### src/rtl/sdram_guard_pkg.sv
`timescale 1ns/1ps
package sdram_guard_pkg;

    typedef enum logic [2:0] {
        OP_ACT = 3'd0,
        OP_RD  = 3'd1,
        OP_WR  = 3'd2,
        OP_PRE = 3'd3,
        OP_BST = 3'd4
    } guard_op_e;

    // Whole clocks covering a delay, rounded up.
    function automatic int unsigned ps_to_clk(input int unsigned t_ps, input int unsigned clk_ps);
        return (t_ps + clk_ps - 1) / clk_ps;
    endfunction

endpackage

### src/rtl/sdram_guard_bank.sv
`timescale 1ns/1ps
module sdram_guard_bank #(
    parameter int unsigned RCD_CYC    = 2,
    parameter int unsigned RP_CYC     = 2,
    parameter int unsigned RAS_CYC    = 5,
    parameter int unsigned RC_CYC     = 7,
    parameter int unsigned RASMAX_CYC = 10000,
    parameter int unsigned CW         = 3
) (
    input  logic clk,
    input  logic rst_n,
    input  logic do_act,
    input  logic do_wr,
    input  logic do_pre,
    input  logic slow_manual,
    output logic is_open,
    output logic act_ok,
    output logic col_ok,
    output logic pre_ok,
    output logic ras_over
);
    localparam int unsigned AW = $clog2(RASMAX_CYC + 1);
    localparam logic [CW-1:0] RCD_LD  = CW'((RCD_CYC > 0) ? RCD_CYC - 1 : 0);
    localparam logic [CW-1:0] RP_LD   = CW'((RP_CYC  > 0) ? RP_CYC  - 1 : 0);
    localparam logic [CW-1:0] RAS_LD  = CW'((RAS_CYC > 0) ? RAS_CYC - 1 : 0);
    localparam logic [CW-1:0] RC_LD   = CW'((RC_CYC  > 0) ? RC_CYC  - 1 : 0);
    localparam logic [AW-1:0] AGE_LIM = AW'(RASMAX_CYC);

    typedef struct packed {
        logic          open;
        logic [CW-1:0] rcd;
        logic [CW-1:0] ras;
        logic [CW-1:0] rc;
        logic [CW-1:0] rp;
        logic [CW-1:0] wrr;
        logic [AW-1:0] age;
    } bank_st_t;

    bank_st_t st_d, st_q;

    function automatic logic [CW-1:0] dn(input logic [CW-1:0] v);
        return (v == '0) ? v : v - CW'(1);
    endfunction

    always_comb begin
        st_d     = st_q;
        st_d.rcd = dn(st_q.rcd);
        st_d.ras = dn(st_q.ras);
        st_d.rc  = dn(st_q.rc);
        st_d.rp  = dn(st_q.rp);
        st_d.wrr = dn(st_q.wrr);
        if (st_q.open && st_q.age != AGE_LIM)
            st_d.age = st_q.age + AW'(1);
        if (do_act) begin
            st_d.open = 1'b1;
            st_d.rcd  = RCD_LD;
            st_d.ras  = RAS_LD;
            st_d.rc   = RC_LD;
            st_d.age  = '0;
        end
        if (do_wr)
            st_d.wrr = slow_manual ? CW'(0) : CW'(1);
        if (do_pre && st_q.open) begin
            st_d.open = 1'b0;
            st_d.rp   = RP_LD;
        end
    end

    always_ff @(posedge clk) begin
        if (!rst_n) st_q <= '0;
        else        st_q <= st_d;
    end

    assign is_open  = st_q.open;
    assign act_ok   = !st_q.open && (st_q.rp == '0) && (st_q.rc == '0);
    assign col_ok   = st_q.open && (st_q.rcd == '0);
    assign pre_ok   = !st_q.open || ((st_q.ras == '0) && (st_q.wrr == '0));
    assign ras_over = st_q.open && (st_q.age == AGE_LIM);
endmodule

### src/rtl/sdram_guard_shared.sv
`timescale 1ns/1ps
module sdram_guard_shared #(
    parameter int unsigned RRD_CYC = 2,
    parameter int unsigned CW      = 3
) (
    input  logic       clk,
    input  logic       rst_n,
    input  logic       do_act,
    input  logic       do_rd,
    input  logic       do_wr,
    input  logic       do_pre,
    input  logic       do_bst,
    input  logic [1:0] cas_lat,
    output logic       rrd_ok,
    output logic [1:0] keep_words
);
    localparam logic [CW-1:0] RRD_LD = CW'((RRD_CYC > 0) ? RRD_CYC - 1 : 0);

    typedef struct packed {
        logic [CW-1:0] rrd;
        logic          rd_pend;
        logic [1:0]    kw;
    } sh_st_t;

    sh_st_t st_d, st_q;
    logic [1:0] tail_words;

    always_comb begin
        unique case (cas_lat)
            2'd3:    tail_words = 2'd2;
            2'd2:    tail_words = 2'd1;
            default: tail_words = 2'd0;
        endcase
    end

    always_comb begin
        st_d     = st_q;
        st_d.kw  = 2'd0;
        if (st_q.rrd != '0) st_d.rrd = st_q.rrd - CW'(1);
        if (do_act) st_d.rrd = RRD_LD;
        if (do_rd)  st_d.rd_pend = 1'b1;
        if ((do_pre || do_bst) && st_q.rd_pend) st_d.kw = tail_words;
        if (do_wr || do_pre || do_bst) st_d.rd_pend = 1'b0;
    end

    always_ff @(posedge clk) begin
        if (!rst_n) st_q <= '0;
        else        st_q <= st_d;
    end

    assign rrd_ok     = (st_q.rrd == '0);
    assign keep_words = st_q.kw;
endmodule

### src/rtl/sdram_cmd_guard.sv
`timescale 1ns/1ps
module sdram_cmd_guard
    import sdram_guard_pkg::*;
#(
    parameter int unsigned BANKS       = 4,
    parameter int unsigned CLK_PS      = 10000,
    parameter int unsigned T_RCD_PS    = 19000,
    parameter int unsigned T_RP_PS     = 19000,
    parameter int unsigned T_RRD_PS    = 15000,
    parameter int unsigned T_RAS_PS    = 45000,
    parameter int unsigned T_RC_PS     = 65000,
    parameter int unsigned T_RASMAX_PS = 100000000
) (
    input  logic                                  clk,
    input  logic                                  rst_n,
    input  logic                                  req_valid,
    input  logic [2:0]                            req_op,
    input  logic [(BANKS > 1 ? $clog2(BANKS) : 1)-1:0] req_bank,
    input  logic [1:0]                            cas_lat,
    input  logic                                  slow_manual,
    output logic                                  grant,
    output logic [BANKS-1:0]                      bank_open,
    output logic                                  proto_err,
    output logic [BANKS-1:0]                      ras_over,
    output logic [1:0]                            keep_words
);
    localparam int unsigned BW         = (BANKS > 1) ? $clog2(BANKS) : 1;
    localparam int unsigned RCD_CYC    = ps_to_clk(T_RCD_PS, CLK_PS);
    localparam int unsigned RP_CYC     = ps_to_clk(T_RP_PS, CLK_PS);
    localparam int unsigned RRD_CYC    = ps_to_clk(T_RRD_PS, CLK_PS);
    localparam int unsigned RAS_CYC    = ps_to_clk(T_RAS_PS, CLK_PS);
    localparam int unsigned RC_CYC     = ps_to_clk(T_RC_PS, CLK_PS);
    localparam int unsigned RASMAX_CYC = ps_to_clk(T_RASMAX_PS, CLK_PS);
    localparam int unsigned M1 = (RCD_CYC > RP_CYC) ? RCD_CYC : RP_CYC;
    localparam int unsigned M2 = (RRD_CYC > RAS_CYC) ? RRD_CYC : RAS_CYC;
    localparam int unsigned M3 = (M1 > M2) ? M1 : M2;
    localparam int unsigned SHORT_MAX = (M3 > RC_CYC) ? M3 : ((RC_CYC > 2) ? RC_CYC : 2);
    localparam int unsigned CW = $clog2(SHORT_MAX + 1);

    typedef struct packed {
        logic perr;
    } top_st_t;

    top_st_t st_d, st_q;

    logic [BANKS-1:0] act_ok, col_ok, pre_ok;
    logic             rrd_ok, legal, fits;
    logic             do_act, do_rd, do_wr, do_pre, do_bst;
    guard_op_e        op;

    assign op = guard_op_e'(req_op);

    always_comb begin
        legal = 1'b0;
        fits  = 1'b1;
        case (op)
            OP_ACT: begin
                legal = act_ok[req_bank] && rrd_ok;
                fits  = !bank_open[req_bank];
            end
            OP_RD, OP_WR: begin
                legal = col_ok[req_bank];
                fits  = bank_open[req_bank];
            end
            OP_PRE:  legal = pre_ok[req_bank];
            OP_BST:  legal = 1'b1;
            default: legal = 1'b0;
        endcase
    end

    assign grant  = req_valid && legal;
    assign do_act = grant && (op == OP_ACT);
    assign do_rd  = grant && (op == OP_RD);
    assign do_wr  = grant && (op == OP_WR);
    assign do_pre = grant && (op == OP_PRE);
    assign do_bst = grant && (op == OP_BST);

    for (genvar i = 0; i < BANKS; i++) begin : g_bank
        logic sel;
        assign sel = (req_bank == BW'(i));
        sdram_guard_bank #(
            .RCD_CYC(RCD_CYC), .RP_CYC(RP_CYC), .RAS_CYC(RAS_CYC),
            .RC_CYC(RC_CYC), .RASMAX_CYC(RASMAX_CYC), .CW(CW)
        ) u_bank (
            .clk        (clk),
            .rst_n      (rst_n),
            .do_act     (do_act && sel),
            .do_wr      (do_wr && sel),
            .do_pre     (do_pre && sel),
            .slow_manual(slow_manual),
            .is_open    (bank_open[i]),
            .act_ok     (act_ok[i]),
            .col_ok     (col_ok[i]),
            .pre_ok     (pre_ok[i]),
            .ras_over   (ras_over[i])
        );
    end

    sdram_guard_shared #(.RRD_CYC(RRD_CYC), .CW(CW)) u_shared (
        .clk       (clk),
        .rst_n     (rst_n),
        .do_act    (do_act),
        .do_rd     (do_rd),
        .do_wr     (do_wr),
        .do_pre    (do_pre),
        .do_bst    (do_bst),
        .cas_lat   (cas_lat),
        .rrd_ok    (rrd_ok),
        .keep_words(keep_words)
    );

    always_comb begin
        st_d.perr = req_valid && !fits;
    end

    always_ff @(posedge clk) begin
        if (!rst_n) st_q <= '0;
        else        st_q <= st_d;
    end

    assign proto_err = st_q.perr;
endmodule

### config.mk
export PLATFORM = sky130hd
export DESIGN_NAME = sdram_cmd_guard
export DESIGN_NICKNAME = d
export VERILOG_FILES = /design/src/rtl/sdram_guard_pkg.sv /design/src/rtl/sdram_guard_bank.sv /design/src/rtl/sdram_guard_shared.sv /design/src/rtl/sdram_cmd_guard.sv
export SDC_FILE = /design/constraint.sdc
export NUM_CORES = 1
export LEC_CHECK = 0
export BUFFER_PORTS_ARGS = -buffer_cell sky130_fd_sc_hd__buf_4
export CAP_MARGIN = 20
export CELL_PAD_IN_SITES_DETAIL_PLACEMENT = 1
export CELL_PAD_IN_SITES_GLOBAL_PLACEMENT = 1
export CORE_MARGIN = 8
export CORE_UTILIZATION = 30
export DETAILED_ROUTE_END_ITERATION = 16
export HOLD_SLACK_MARGIN = 0.02
export PLACE_DENSITY_LB_ADDON = 0.2
export SETUP_SLACK_MARGIN = 0.15
export SYNTH_ARGS = -nofsm -noshare
export SYNTH_HDL_FRONTEND = slang
export SYNTH_SLANG_ARGS = --single-unit
### constraint.sdc
create_clock -name clk -period 2.6 [get_ports clk]
set_input_delay 0.26 -clock clk [delete_from_list [all_inputs] [get_ports clk]]
set_output_delay 0.26 -clock clk [all_outputs]
set_load 0.02 [all_outputs]
==> results.sh, run 1 <==
export IMPL_fin_util_pct=35.7
export IMPL_rrSetupSlack_ns=0.20
export IMPL_path_max_fanout=6
export IMPL_drc=0
export IMPL_yosys_top_cells_count="137 x nor2_1, 127 x dfxtp_1, 63 x inv_1"
export IMPL_drive_above_1_share_pct=13.6
export IMPL_critPathMaxStageDelay_ns=0.32
export IMPL_vias_per_cell=4.73
export IMPL_die_x_um=163
export IMPL_tightest_slew_ns=0.576
export IMPL_clock_skew_final_ns=0.00688
export IMPL_grt_pass1_vias=5643
export IMPL_nets=858
export IMPL_io_pins=23
export IMPL_multi_input_area_um2=3620
export IMPL_slew_viol_final=0
export IMPL_diodes=0
export IMPL_regArea_um2=2550
export IMPL_period_needed_ns=2.45
export IMPL_holdPathEnd="u_shared.keep_words[0]"
export IMPL_critPathKind="reg2out"
export IMPL_grt_total_usage_pct=12.5
export IMPL_critPathArrivalTime_ns=2.19
export IMPL_ys_types=56
export IMPL_report_final_hold_viol_count=0
export IMPL_rr_startpoint="g_bank[1].u_bank.st_q[14]"
export IMPL_worstSetupStartpointType="flop"
export IMPL_power_density_nw_per_um2=954
export IMPL_overflow=0
export IMPL_worst_r2r_path_depth=11
export IMPL_reg2reg_to="g_bank[0].u_bank.st_q[15]"
export IMPL_synthTopCellsByArea="dfxtp_1 39%, ha_1 9.6%, nor2_1 7.9%, xor2_1 5.9%, xnor2_1 4.0%"
export IMPL_core_area_um2=21600
export IMPL_synth_top_area_share_pct=39.2
export IMPL_postRouteAntennaNets=0
export IMPL_root_buffer="clkbuf_16"
export IMPL_slew_headroom_pct=61.5
export IMPL_num_vias=5155
export IMPL_clk_latency_ns=0.41
export IMPL_grt_max_degree=24
export IMPL_grt_setup_unrepaired="yes"
export IMPL_crit_chain="inv_1 > ha_2 > ha_4 > and3b_2 > o221a_1 > o21ai_2 > o211a_1 > nand2_1 > buf_4"
export IMPL_rows=54
export IMPL_wire_per_inst_um=14.5
export IMPL_hold_class="in2reg"
export IMPL_synth_edff_count=0
export IMPL_antenna_found_initial=0
export IMPL_ys_seq_area_share_pct=39.2
export IMPL_dp_hpwl_mm=11.4
export IMPL_place_inst=1044
export IMPL_end_kind="output port"
export IMPL_synthFlopType="dfxtp_1"
export IMPL_place_area_um2=6880
export IMPL_synthArstFlopShare_pct=0
export IMPL_slowest_stage="dfxtp_2"
export IMPL_fillers=2529
export IMPL_yosys_area_top_type="dfxtp_1"
export IMPL_fin_total_pwr_mw=7.33
export IMPL_drv_cap=0
export IMPL_hold_depth=3
export IMPL_syn_area_per_cell_um2=8.50
export IMPL_synth_nets=824
export IMPL_grt_pass1_wl_mm=27.1
export IMPL_finalSetupViolations=0
export IMPL_dieArea_um2=26600
export IMPL_layout_cells_non_filler=1089
export IMPL_start_util_pct=30.1
export IMPL_firstDrtPassIters=4
export IMPL_port_buffers=22
export IMPL_crit_required_ns=2.34
export IMPL_status="finished clean"
export IMPL_die_h_um=163
export IMPL_tns_ns=0
export IMPL_wl_mm=15.7
export IMPL_synth_area_um2=6490
export IMPL_synth_most_common_cell="nor2_1"
export IMPL_cts_buffer_depth=2
export IMPL_post_route_period_util_pct=94.3
export IMPL_hp_start="cas_lat[1]"
export IMPL_areaGrowthSynthToFinish_pct=18.4
export IMPL_clk_pin_slew_ns=0.06
export IMPL_htreeDepth=4
export IMPL_ys_warn_count=0
export IMPL_design_area_um2=7680
export IMPL_cts_tree="built"
export IMPL_globalplace_congestion=0.790
export IMPL_cts_buffers=17
export IMPL_ir_drop_uv=463
export IMPL_drt_iter0_drc=170
export IMPL_cts_sinks=127
export IMPL_syn_inst=763
export IMPL_fmax_ghz=0.408
export IMPL_power_leakage_nw=3.14
export IMPL_ys_ff_latch=127
layout by cell type, fill, tap and decap left out, types with 5 or more instances in the layout:
master,count
nand4_1,15
nor4_1,5
clkbuf_16,17
ha_2,8
nand2_1,44
nor2_1,137
mux2i_1,17
a211oi_1,9
nor2b_4,5
dfxtp_1,124
o21ai_0,20
and3_1,26
xor2_1,44
inv_1,63
nand2b_1,12
xnor2_1,30
or3_1,6
buf_4,44
a21oi_1,33
nand3b_1,5
nand3_1,29
ha_1,40
stage by stage:
step	hold WS [ns]	setup slack (ns)
finish	0.147	0.148
global route	0.149	0.0835
CTS	0.133	0.156
detailed placement	0.443	0.257
global placement	0.435	0.335
floorplan	0.339	0.489
worst max-delay path: cells and delay by family, from the launching register on:
kind / cells / cell delay, ns
AOI/OAI and AO/OA: 3 / 0.62
adders and majority gates: 2 / 0.37
buffers and inverters: 2 / 0.20
DFF: 1 / 0.32
and+or+nand+nor: 2 / 0.27
metal layers:
metal,up-vias,part of all wire (%),track usage (%)
li1,2582,-,-
met3,19,2.8,2.92
met1,2503,47,14.8
met4,0,1.3,4.34
met5,-,0,0
met2,51,49,21.7
worst max path at each step:
stage                                    startpoint  cells after the start  slack (ns)                   endpoint
after floorplan           g_bank[3].u_bank.st_q[14]                      9        0.49                      grant
final                     g_bank[2].u_bank.st_q[14]                      9        0.15                      grant
after global routing      g_bank[2].u_bank.st_q[14]                      9        0.08                      grant
after global placement    g_bank[2].u_bank.st_q[17]                      8        0.34   g_bank[0].u_bank.is_open
after detailed placement  g_bank[3].u_bank.st_q[14]                      9        0.26  g_bank[0].u_bank.st_q[14]
after CTS                 g_bank[1].u_bank.st_q[26]                      8        0.16                      grant
area by class of cell:
| cell class | count | area share, % |
|---|---|---|
| Tap cell | 280 | 4.56 |
| Timing Repair Buffer | 45 | 4.43 |
| Clock buffer | 21 | 6.12 |
| Clock inverter | 10 | 1.47 |
| Sequential cell | 127 | 33.1 |
| Inverter | 64 | 3.13 |
| Multi-Input combinational cell | 542 | 47.2 |
flip-flops by register name, summed over array words and instances, names as in the netlist:
signal and count:
proto_err 1, g_bank.u_bank.st_q 116, u_shared.st_q 4, u_shared.keep_words 2, g_bank.u_bank.is_open 4
logic make-up after synthesis:
family / after synthesis / share of synthesized area (%)
and+or+nand+nor: 321 / 24.4
xor gates and xnor gates: 74 / 9.99
buffers and inverters: 94 / 6.59
AOI/OAI and AO/OA: 80 / 7.54
muxes: 17 / 2.62
DFF: 127 / 39.2
adders and majority gates: 50 / 9.64
power breakdown:
group | internal [mW] | switching [mW]
Clock | 1.48 | 0.874
Sequential | 2.30 | 0.238
Combinational | 1.18 | 1.26
what timing repair did:
item                                   CTS  global route
endpoints found under the hold margin    1             0
pin swaps                                9             5
setup endpoints to repair                1             2
resized for setup                       28             3
setup buffers                            9             4
hold buffers                             1             0
Note: power is estimated with default switching activity, not from simulation.
==> run 2: changes to the inputs <==
clock period = 2 ns   (was 2.6 ns; I/O delays follow)
==> run 2 against run 1 <==
Compared with the run above:
- design area is 22% higher
- the flow now finishes with violations (setup timing)
- highest routed layer unchanged
- count of clock-buffer cells in the layout is 1 lower
- wire length is 16% higher
- power is 49% higher
==> results.sh, run 2 (same netlist as run 1, synthesis figures left out) <==
export IMPL_clk_pin_slew_ns=0.06
export IMPL_rr_startpoint="g_bank[3].u_bank.st_q[14]"
export IMPL_start_util_pct=30.1
export IMPL_period_needed_ns=2.37
export IMPL_design_area_um2=9360
export IMPL_antenna_found_initial=0
export IMPL_tns_ns=-15.84
export IMPL_grt_total_usage_pct=14.0
export IMPL_multi_input_area_um2=4480
export IMPL_num_vias=5578
export IMPL_postRouteAntennaNets=0
export IMPL_crit_chain="inv_2 > ha_4 > ha_4 > and3b_1 > o221a_1 > o21ai_2 > buf_6 > o211a_1 > nand2_2 > buf_6"
export IMPL_fmax_ghz=0.422
export IMPL_ir_drop_uv=602
export IMPL_post_place_ws_ns=-0.174
export IMPL_vias_per_cell=4.74
export IMPL_drt_iter0_drc=151
export IMPL_globalplace_congestion=0.758
export IMPL_cts_sinks=127
export IMPL_slew_viol_final=0
export IMPL_layout_common_cells="107 x dfxtp_1, 97 x buf_4, 80 x nor2_1"
export IMPL_cts_buffer_depth=2
export IMPL_drv_cap=0
export IMPL_grt_setup_unrepaired="yes"
export IMPL_tightest_slew_ns=0.902
export IMPL_slowest_stage="dfxtp_2"
export IMPL_slew_headroom_pct=39.9
export IMPL_endpoint="grant"
export IMPL_drc=0
export IMPL_path_max_fanout=2
export IMPL_end_kind="output port"
export IMPL_critPathArrivalTime_ns=2.17
export IMPL_place_area_um2=7420
export IMPL_power_leakage_nw=3.69
export IMPL_die_x_um=163
export IMPL_core_area_um2=21600
export IMPL_firstDrtPassIters=4
export IMPL_overflow=0
export IMPL_cts_buffers=17
export IMPL_largest_register_ffs=116
export IMPL_top_register="g_bank.u_bank.st_q"
export IMPL_wl_mm=18.3
export IMPL_cpLargestDelayFamily="compound AO/OA/AOI/OAI gates"
export IMPL_grt_max_degree=33
export IMPL_clock_skew_final_ns=0.00849
export IMPL_crit_start="g_bank[3].u_bank.st_q[14]"
export IMPL_wire_per_inst_um=15.6
export IMPL_drive_above_1_share_pct=37.8
export IMPL_fillers=2433
export IMPL_critPathKind="reg2out"
export IMPL_rrSetupSlack_ns=-0.28
export IMPL_regArea_um2=2570
export IMPL_grt_pass1_wl_mm=29.9
export IMPL_clk_latency_ns=0.42
export IMPL_reg2reg_to="g_bank[2].u_bank.st_q[16]"
export IMPL_status="finished with violations"
export IMPL_hold_class="in2reg"
export IMPL_finalSetupViolations=91
export IMPL_nets=945
export IMPL_rows=54
export IMPL_worstSetupStartpointType="flop"
export IMPL_worst_path_buf_inv=3
export IMPL_dp_hpwl_mm=12.0
export IMPL_cts_tree="built"
export IMPL_final_common_cell="dfxtp_1"
export IMPL_report_final_hold_viol_count=0
export IMPL_dieArea_um2=26600
export IMPL_port_buffers=22
export IMPL_areaGrowthSynthToFinish_pct=44.2
export IMPL_post_route_period_util_pct=118
export IMPL_diodes=0
export IMPL_die_h_um=163
export IMPL_worst_slack_ns=-0.368
export IMPL_root_buffer="clkbuf_16"
export IMPL_worst_r2r_path_depth=12
export IMPL_io_pins=23
export IMPL_violations="setup timing"
export IMPL_htreeDepth=4
export IMPL_power_density_nw_per_um2=1170
export IMPL_crit_required_ns=1.80
export IMPL_grt_pass1_vias=6095
export IMPL_worst_path_stages=10
export IMPL_critPathMaxStageDelay_ns=0.33
run 2: changes by cell type in the layout (fill, tap and decap cells not counted), sizes merged:
cell,previous run,this run
buf,44,121
bufinv,2,4
nand2,47,56
clkinv,7,8
clkinvlp,2,1
run 2: how the worst min path moves through the flow:
| stage | slack, ns | start | depth (start not counted) | endpoint |
|---|---|---|---|---|
| global route | 0.10 | cas_lat[1] | 3 | u_shared.keep_words[1] |
| detailed placement | 0.38 | cas_lat[0] | 2 | u_shared.keep_words[0] |
| floorplan | 0.28 | cas_lat[0] | 1 | u_shared.keep_words[0] |
| global placement | 0.38 | cas_lat[0] | 2 | u_shared.keep_words[0] |
| CTS | 0.05 | cas_lat[1] | 3 | u_shared.keep_words[0] |
| finish | 0.09 | req_op[0] | 3 | proto_err |
run 2: where the power goes:
part	total [mW]	internal (mW)	leakage [nW]	switching (mW)
logic	4.32	2.23	2.34	2.09
registers	3.32	3.01	1.04	0.315
clock network	3.28	2.10	0.303	1.17
total	10.9	7.35	3.69	3.58
run 2: worst min-delay path, cell delays in order:
cell and delay (ns):
buf_4 0.13, a21oi_1 0.07, nor2_1 0.08
run 2: area by class of cell:
| type | instances | share of cell area [%] |
|---|---|---|
| Tap cell | 280 | 3.74 |
| Clock inverter | 12 | 1.78 |
| Sequential cell | 127 | 27.5 |
| Multi-Input combinational cell | 551 | 47.9 |
| Inverter | 64 | 2.57 |
| Timing Repair Buffer | 123 | 11.8 |
| Clock buffer | 20 | 4.77 |
run 2: what timing repair did:
item                       CTS  global route
hold buffers                 1             0
hold endpoints to repair     1             0
buffers inserted            22            16
cloned                      10             1
gates resized for setup     91           118
setup endpoints to repair  126           128
pin swaps                   72            53
run 2: layer usage:
metal  global-route usage (%)  wire length, um
met1                     15.9             7930
met2                     25.3             9670
met3                     3.50              518
met4                     4.59              209
met5                        0                0
run 2: through the flow:
stage,utilization [%],std cells,hold slack [ns],power (mW)
floorplan,-,763,0.279,5.68
global placement,34.4,1095,0.376,6.46
detailed placement,34.4,1095,0.378,6.78
CTS,40.5,1160,0.0535,10.6
global route,43.4,1177,0.101,11.7
finish,43.4,1177,0.0852,10.9
==> run 3: changes to the inputs <==
==> constraint.sdc (replaced) <==
create_clock -name clk -period 2 [get_ports clk]
set_input_delay 0.1 -clock clk [delete_from_list [all_inputs] [get_ports clk]]
set_output_delay 0.1 -clock clk [all_outputs]
set_load 0.02 [all_outputs]
==> run 3 against run 2 <==
Compared with the run above:
- clock power is 3% lower
- final cell count is 1.5% lower
- critical path type unchanged
- setup slack better by 0.085 ns
- the flow still finishes with violations (setup timing)
==> results.sh, run 3 (same netlist as run 1, synthesis figures left out) <==
export IMPL_slew_headroom_pct=38.4
export IMPL_drc=0
export IMPL_cts_buffers=17
export IMPL_io_pins=23
export IMPL_regArea_um2=2570
export IMPL_antenna_found_initial=0
export IMPL_place_area_um2=7320
export IMPL_fmax_ghz=0.438
export IMPL_hold_class="in2reg"
export IMPL_root_buffer="clkbuf_16"
export IMPL_top_register="g_bank.u_bank.st_q"
export IMPL_wire_per_inst_um=15.7
export IMPL_start_util_pct=30.1
export IMPL_p_sw_share_pct=33.3
export IMPL_port_buffers=22
export IMPL_fin_util_pct=42.9
export IMPL_critPathArrivalTime_ns=2.18
export IMPL_layout_cells_non_filler=1159
export IMPL_multi_input_area_um2=4500
export IMPL_die_h_um=163
export IMPL_power_switching_mw=3.55
export IMPL_clock_power_share_pct=29.8
export IMPL_overflow=0
export IMPL_path_max_fanout=2
export IMPL_tightest_slew_ns=0.923
export IMPL_core_area_um2=21600
export IMPL_final_common_cell="dfxtp_1"
export IMPL_finalSetupViolations=120
export IMPL_place_inst=1083
export IMPL_report_final_hold_viol_count=0
export IMPL_layout_common_cells="107 x dfxtp_1, 82 x nor2_1, 79 x buf_4"
export IMPL_period_needed_ns=2.28
export IMPL_clk_pin_slew_ns=0.06
export IMPL_grt_setup_unrepaired="yes"
export IMPL_seqPwrFrac_pct=31.3
export IMPL_htreeDepth=4
export IMPL_wl_mm=18.2
export IMPL_pwr_share_comb_pct=38.8
export IMPL_tns_ns=-8.82
export IMPL_power_density_nw_per_um2=1150
export IMPL_diodes=0
export IMPL_dieArea_um2=26600
export IMPL_drt_iter0_drc=133
export IMPL_power_leakage_nw=3.57
export IMPL_status="finished with violations"
export IMPL_grt_total_usage_pct=14.0
export IMPL_num_vias=5532
export IMPL_grt_pass1_wl_mm=29.6
export IMPL_violations="setup timing"
export IMPL_internal_power_mw=7.11
export IMPL_slew_viol_final=0
export IMPL_post_route_period_util_pct=114
export IMPL_largest_register_ffs=116
export IMPL_drv_cap=0
export IMPL_clock_skew_final_ns=0.0102
export IMPL_clk_latency_ns=0.42
export IMPL_design_area_um2=9250
export IMPL_drive_above_1_share_pct=36.4
export IMPL_critPathKind="reg2out"
export IMPL_firstDrtPassIters=4
export IMPL_grt_max_degree=32
export IMPL_nets=928
export IMPL_die_x_um=163
export IMPL_dp_hpwl_mm=12.0
export IMPL_end_kind="output port"
export IMPL_crit_required_ns=1.90
export IMPL_fillers=2441
export IMPL_ir_drop_uv=489
export IMPL_rows=54
export IMPL_worst_slack_ns=-0.283
export IMPL_areaGrowthSynthToFinish_pct=42.6
export IMPL_cts_tree="built"
export IMPL_cts_buffer_depth=2
export IMPL_grt_pass1_vias=6024
export IMPL_worstSetupStartpointType="flop"
export IMPL_cts_sinks=127
export IMPL_vias_per_cell=4.77
export IMPL_postRouteAntennaNets=0
export IMPL_globalplace_congestion=0.760
export IMPL_fin_total_pwr_mw=10.7
-- run 3: cell count changes in the layout (fill, tap and decap cells not counted), moves of 3 or more --
cell           previous run  this run
nor2_2                   33        24
dlygate4sd3_1             1         4
clkinvlp_4                1         4
buf_4                    97        79
clkinv_2                  6         2
inv_1                    51        48
nor2_4                   25        32
inv_2                    12        15
-- run 3: stage by stage --
stage	setup WS [ns]	hold WS (ns)
2_1_floorplan	0.0723	0.179
3_3_place_gp	-0.0577	0.272
3_5_place_dp	-0.126	0.280
4_1_cts	-0.340	0.0304
5_1_grt	-0.408	0.112
6_report	-0.283	0.0505
-- run 3: final cells by class --
| type | instances | area share (%) |
|---|---|---|
| multi-input combinational | 551 | 48.6 |
| sequential | 127 | 27.7 |
| timing repair buffer | 106 | 10.7 |
| clock buffer | 18 | 4.75 |
| tap | 280 | 3.79 |
| inverter | 64 | 2.60 |
| clock inverter | 13 | 1.78 |
-- run 3: worst paths after layout --
check | startpoint | endpoint | slack [ns] | depth (start not counted)
worst max register to register | g_bank[3].u_bank.st_q[17] | u_shared.st_q[2] | -0.25 | 11
worst min register to register | g_bank[2].u_bank.st_q[18] | g_bank[2].u_bank.st_q[18] | 0.50 | 2
worst max-delay path | g_bank[3].u_bank.st_q[14] | grant | -0.28 | 10
worst min-delay path | req_op[0] | proto_err | 0.05 | 4
-- run 3: what timing repair did --
action,4_1_cts,5_1_grt
resized for setup,94,120
pin swaps,54,52
endpoints found under the setup margin,127,128
buffers inserted,17,12
endpoints found under the hold margin,5,0
gates cloned,10,2
hold buffers,4,0
-- run 3: layer usage --
layer / track usage (%) / vias to the layer above / wire length (um)
met3: 3.15 / 12 / 331
li1: - / 2743 / -
met4: 4.38 / 0 / 164
met1: 15.6 / 2745 / 8100
met2: 25.8 / 32 / 9640
met5: 0 / - / 0
-- run 3: critical path, stage by stage, from the launching register on --
cell and delay [ns]:
dfxtp_2 0.33, inv_2 0.05, ha_4 0.16, ha_4 0.15
and3b_1 0.19, o221a_1 0.26, o21ai_2 0.16, buf_6 0.13
o211a_1 0.16, nand2_2 0.05, buf_6 0.12
-- run 3: power groups by stage --
stage	Combinational (mW)	Sequential, mW	Clock, mW
final	4.14	3.34	3.18
after global routing	4.62	3.40	3.39
after CTS	3.76	3.33	3.28
after detailed placement	3.34	3.36	0
after global placement	3.04	3.33	0
after floorplan	2.38	3.30	0
